[src/rtl/quad_decoder.sv]
module quad_decoder #(
  parameter int SYNC_STAGES = 2
) (
  input  logic       clk,
  input  logic       rst_n,
  input  logic       a_in,
  input  logic       b_in,
  input  logic       idx_in,
  input  logic [1:0] mode,
  input  logic       idx_pol,
  input  logic       idx_sync_req,
  input  logic       preset_en,
  input  logic       err_clr,
  output logic       count_up,
  output logic       count_dn,
  output logic       dir,
  output logic       idx_load,
  output logic       noise_err,
  output logic       sync_active
);
  localparam logic [1:0] M_PD = 2'b00;
  localparam logic [1:0] M_X1 = 2'b01;
  localparam logic [1:0] M_X2 = 2'b10;
  localparam int         TOP  = SYNC_STAGES - 1;

  logic [TOP:0] a_sh, b_sh, i_sh;
  logic a_p, b_p, i_p;
  logic a_s, b_s, i_s;
  logic a_chg, b_chg, one, both, fwd, quad, hit, go_up, idx_edge, gate;

  // synchronisers, SYNC_STAGES >= 2
  always_ff @(posedge clk or negedge rst_n)
    if (!rst_n) begin
      a_sh <= '0;
      b_sh <= '0;
      i_sh <= '0;
      a_p  <= 1'b0;
      b_p  <= 1'b0;
      i_p  <= 1'b0;
    end else begin
      a_sh <= {a_sh[TOP-1:0], a_in};
      b_sh <= {b_sh[TOP-1:0], b_in};
      i_sh <= {i_sh[TOP-1:0], idx_in};
      a_p  <= a_s;
      b_p  <= b_s;
      i_p  <= i_s;
    end

  assign a_s   = a_sh[TOP];
  assign b_s   = b_sh[TOP];
  assign i_s   = i_sh[TOP];
  assign a_chg = a_s ^ a_p;
  assign b_chg = b_s ^ b_p;
  assign one   = a_chg ^ b_chg;
  assign both  = a_chg & b_chg;
  assign fwd   = a_chg ? (a_s ^ b_s) : (a_s ~^ b_s);
  assign quad  = (mode != M_PD);

  always_comb begin
    go_up = fwd;
    case (mode)
      M_PD: begin
        hit   = a_chg & a_s;
        go_up = b_s;
      end
      M_X1:    hit = one & a_chg & (fwd ? a_s : ~a_s);
      M_X2:    hit = one & a_chg;
      default: hit = one;
    endcase
  end

  assign sync_active = idx_sync_req & quad;
  assign idx_edge    = idx_pol ? (i_s & ~i_p) : (~i_s & i_p);
  assign gate        = ~sync_active | (~a_s & ~b_s);

  always_ff @(posedge clk or negedge rst_n)
    if (!rst_n) begin
      count_up  <= 1'b0;
      count_dn  <= 1'b0;
      dir       <= 1'b0;
      idx_load  <= 1'b0;
      noise_err <= 1'b0;
    end else begin
      count_up <= hit & go_up;
      count_dn <= hit & ~go_up;
      idx_load <= preset_en & idx_edge & gate;
      if (!quad)
        dir <= b_s;
      else if (one)
        dir <= fwd;
      if (quad & both)
        noise_err <= 1'b1;
      else if (err_clr)
        noise_err <= 1'b0;
    end
endmodule

[config.mk]
export PLATFORM = sky130hd
export DESIGN_NAME = quad_decoder
export DESIGN_NICKNAME = d
export VERILOG_FILES = /design/src/rtl/quad_decoder.sv
export SDC_FILE = /design/constraint.sdc
export NUM_CORES = 1
export LEC_CHECK = 0
export BUFFER_PORTS_ARGS = -buffer_cell sky130_fd_sc_hd__clkbuf_2
export CORE_AREA = 2 2 39 41
export CTS_CLUSTER_SIZE = 20
export DETAILED_ROUTE_END_ITERATION = 10
export DIE_AREA = 0 0 41 43
export PLACE_DENSITY = 0.78
export SLEW_MARGIN = 10
export SYNTH_ARGS = -nofsm -noshare
export SYNTH_HDL_FRONTEND = slang
export SYNTH_SLANG_ARGS = --single-unit
[constraint.sdc]
create_clock -name clk -period 1.8 [get_ports clk]
set_input_delay 0.18 -clock clk [delete_from_list [all_inputs] [get_ports clk]]
set_output_delay 0.18 -clock clk [all_outputs]
set_load 0.02 [all_outputs]
After elaboration in Yosys (flattened, before gate mapping)
Cells that the tools add are included.
{"block": "word_totals", "wordCells": 51, "reg_bits": 14, "inputBits": 11, "out_inout_bits": 6}
{"block": "op_classes", "reduce_logical": 3, "n_eq_ne": 3, "muxes": 9, "n_bitwise": 25}
{"op": "1-bit AND", "n": 13}
{"op": "1-bit 2-to-1 mux", "n": 8}
{"op": "1-bit inverter", "n": 6}
{"op": "2-bit nonzero test", "n": 2}
{"op": "1-bit bitwise XOR", "n": 4}
{"op": "1-bit one-hot mux with 3 select lines", "n": 1}
{"op": "2-bit by 1-bit == test with 1-bit output, second input constant", "n": 1}
{"op": "2-bit == test, second input constant", "n": 1}
{"op": "2-bit logical NOT", "n": 1}
{"op": "2-bit inequality test, second input constant", "n": 1}
{"op": "1-bit OR", "n": 1}
{"op": "1-bit XNOR", "n": 1}

Logic depth before layout (Yosys ltp)
{"block": "depth", "word_depth": 6, "mapped_depth": 7, "mapped_depth_nobuf": 7}

Worst setup path before layout
Ideal clock, no wire load.
{"block": "synth_timing", "path_kind": "flip-flop to flip-flop", "startpoint": "reg a_sh[1]", "endpoint": "reg count_up", "path_buffers": 0, "required_time_ns": 1.667, "slack_ns": 0.161, "stages_incl_launch_ff": 7, "synth_period_minus_slack_ns": 1.639, "t_arrival_ns": 1.507, "setup_ns": 0.133, "path_cell_list": "dfrtp_1 -> ha_1 -> inv_1 -> ha_1 -> or2_2 -> a32oi_1 -> a21boi_0"}
{"block": "synth_between", "elab_chain_len": 6, "elab_cells_between_ends": 13, "cone_classes": "mux (4); bitwise (9)"}
{"element": "start: declaration", "line": "26", "text": "logic [TOP:0] a_sh, b_sh, i_sh;"}
{"element": "start signal: assignment", "line": "41", "text": "a_sh <= {a_sh[TOP-1:0], a_in};"}
{"element": "1-bit bitwise XOR (tied with other cells)", "line": "52", "text": "assign a_chg = a_s ^ a_p;"}
{"element": "1-bit bitwise XOR / 1-bit 2-to-1 mux (equally long branches)", "line": "54, 56"}
{"element": "1-bit AND / 1-bit 2-to-1 mux (equally long branches)", "line": "66, 67"}
{"element": "1-bit AND", "line": "66", "text": "M_X1: hit = one & a_chg & (fwd ? a_s : ~a_s);"}
{"element": "1-bit one-hot mux with 3 select lines", "line": "61", "text": "case (mode)"}
{"element": "1-bit AND (*)", "line": "84", "text": "count_up <= hit & go_up;"}
{"element": "end signal: assignment", "line": "84"}
{"element": "end: declaration", "line": "14", "text": "output logic count_up,"}
Every way passes the cells marked *; elsewhere a longest branch is shown, timed or not.
A chain may end at the register's enable or synchronous reset.

Final worst setup path
Same ends and word-level chain as after synthesis.

==> impl_metrics.toml <==
[status]
status = "complete, no violations"

[timing]
hold_viol = 0
finalCritPeriodShare = 0.938
tightest_slew_ns = 0.330
relSlewSlack = 0.780
skew_ns = 0.0113
setup_viol = 0
slew_viol_final = 0
layout_min_cycle_time_ns = 1.69
fmax_mhz = 592

[clock_tree]
cts_tree = "done"
clk-insertion-delay-late_ns = 0.29
clk_pin_slew_ns = 0.09
cts.path.max_buffers = 2
root_buffer = "clkbuf_4"
cts.sinks = 14
ctsHtreeMaxLevel = 1
numCtsBuffers = 3

[detailed_routing]
via_per_inst = 4.85
routedWlPerCell_microns = 11.0
drc_errors = 0
ant_nets = 0
vias = 422
dr.pass1.iters = 1
drt-initial-drc-count = 0
drt-total-wl_microns = 961

[synthesis]
synthArstFlopShare = 1.00
yosys_register_bits = 14
syn_avg_cell_area_sq_um = 12.9
synth_nets = 61
ys.flop_type = "dfrtp_1"
yosys-top-cells-area = "dfrtp_1 59%, ha_1 8.4%, mux2_4 5.0%"
ys_seq_area_frac = 0.588
synthTopCellsByCount = "14 x dfrtp_1, 7 x inv_1, 4 x ha_1, 4 x o21ai_0"
synthCells = 46
synth_top_area_cell = "dfrtp_1"
synth.top_cell.area_share = 0.588
syn-cell-area_sq_um = 596
synth-warning-count = 0
synth_edf_count = 0
yosysUniqueCellTypes = 19
yosys.cell_count.top_type = "dfrtp_1"

[worst_setup_path]
r2r_start = "a_sh[1]$_DFF_PN0_"
crit_path_start = "a_sh[1]$_DFF_PN0_"
reg2reg_to = "count_up$_DFF_PN0_"
cp_cell_sequence = "ha_4, inv_1, ha_1, or2_2, a32oi_2, a21boi_0"
r2r_cells = 6
r2r_slack_ns = 0.11
slowest_stage = "dfrtp_1"
worstPathRequired_ns = 1.97
slowest_delay_ns = 0.44
worstSetupPathType = "register to register"
cp.arrival_ns = 1.86
worstPathMaxFanout = 4
endpoint_kind = "register"
cp-start-kind = "register"

[placement]
dp.cells = 78
gp_congestion = 0.762
hpwl_microns = 670
port_buffers = 16

[min_path]
worstHoldStart = "err_clr"
min_path_cells = 2
whs_endpoint = "noise_err$_DFFE_PN0P_"
min-delay-path-class = "input pin to register"

[global_routing]
grtUsageTotal = 0.131
antenna_found_initial = 0
grt.overflow.total = 0
grt_pass1_wl_microns = 1470
grt_max_degree = 15
grt_pass1_vias = 369

[power]
p_leak_nw = 0.414
ir_worst_vdd_mv = 0.475
power_density_nw_per_um2 = 915

[cells_and_area]
nets = 87
final_util = 0.578
layout-drive-gt1-share = 0.423
reg_top3 = "a_sh: 2 flops, b_sh: 2 flops, i_sh: 2 flops"
syn_to_final_growth_pct = 34.2
final_cell_count_no_fill = 87
antennaDiodeCount = 0

[floorplan]
die_area_sq_um = 1760
initial_core_util = 0.430
die_h_microns = 43
num_rows = 14
pin_count = 17
fp.coreArea_sq_um = 1380
fp.dieW_microns = 41

[job]
max_cap_violations = 0
## routing by layer
metal / part of all wire / global-route usage / vias to the layer above
met3: 0.059 / 0.0628 / 2
met2: 0.49 / 0.188 / 13
met4: 0.018 / 0.0800 / 0
li1: - / - / 206
met1: 0.43 / 0.152 / 201
met5: 0 / 0 / -
## cell families after synthesis
logic type / count (synthesis) / synth area share
compound gates: 8 / 0.0777
flops: 14 / 0.588
fa+ha+maj: 4 / 0.0840
xor+xnor: 2 / 0.0294
buf+inv: 7 / 0.0441
mux: 3 / 0.0672
simple gates: 8 / 0.109
## power by group
part / internal, mW / total, mW / switching (mW) / leakage [nW]
Sequential: 0.341 / 0.354 / 0.0127 / 0.169
Clock: 0.123 / 0.229 / 0.105 / 0.0210
Combinational: 0.0718 / 0.149 / 0.0767 / 0.223
Total: 0.536 / 0.731 / 0.195 / 0.414
## critical path: cells and delay by family, from the launching register on
kind | cells | cell delay [ns]
flops | 1 | 0.44
fa+ha+maj | 2 | 0.50
compound gates | 2 | 0.32
simple gates | 1 | 0.28
buf+inv | 1 | 0.05
## cell type report
class	instances	area [sq um]
Fill cell	120	584
Sequential cell	14	350
Multi-Input combinational cell	25	239
Timing Repair Buffer	21	128
Clock buffer	4	36.3
Inverter	7	26.3
Tap cell	16	20.0
## worst max path at each step
stage | to | slack (ns) | cells past startpoint
6_report | count_up$_DFF_PN0_ | 0.11 | 6
5_1_grt | count_up$_DFF_PN0_ | -0.009 | 6
4_1_cts | count_up$_DFF_PN0_ | 0.04 | 6
3_5_place_dp | count_up$_DFF_PN0_ | 0.05 | 6
3_3_place_gp | count_up$_DFF_PN0_ | 0.12 | 6
2_1_floorplan | count_up$_DFF_PN0_ | 0.16 | 6
## cell usage in the layout (no fill, tap or decap)
cell | synthesis | final
clkbuf_2 | 0 | 16
dfrtp_1 | 14 | 14
inv_1 | 7 | 7
o21ai_0 | 4 | 4
dlygate4sd3_1 | 0 | 4
ha_1 | 4 | 3
clkbuf_4 | 0 | 3
mux2_4 | 2 | 2
a21oi_1 | 2 | 2
xnor2_1 | 1 | 1
and4bb_2 | 1 | 1
and4b_2 | 1 | 1
xor2_1 | 1 | 1
mux2i_1 | 1 | 1
or2_2 | 1 | 1
nand2_1 | 1 | 1
nor2_2 | 1 | 1
a32oi_2 | 0 | 1
a21boi_0 | 1 | 1
and2b_2 | 1 | 1
and3b_1 | 1 | 1
nor3b_1 | 1 | 1
ha_4 | 0 | 1
clkbuf_8 | 0 | 1
buf_4 | 0 | 1
## through the flow
stage	setup TNS (ns)	power (mW)	hold WS [ns]	cell area, sq um	worst slack (ns)
3_5_place_dp	0	0.496	0.0970	696	0.0536
3_3_place_gp	0	0.492	0.0931	696	0.120
2_1_floorplan	0	0.447	-0.116	596	0.161
5_1_grt	-0.00880	0.774	0.0816	800	-0.00880
6_report	0	0.731	0.0819	800	0.112
4_1_cts	0	0.723	0.000672	752	0.0421
## timing repair
action	CTS	global route
hold buffers	2	2
buffers inserted	0	1
gates resized for setup	0	2
setup endpoints to repair	0	2
endpoints found under the hold margin	15	2
No activity file was read; power rests on OpenSTA's default activity.
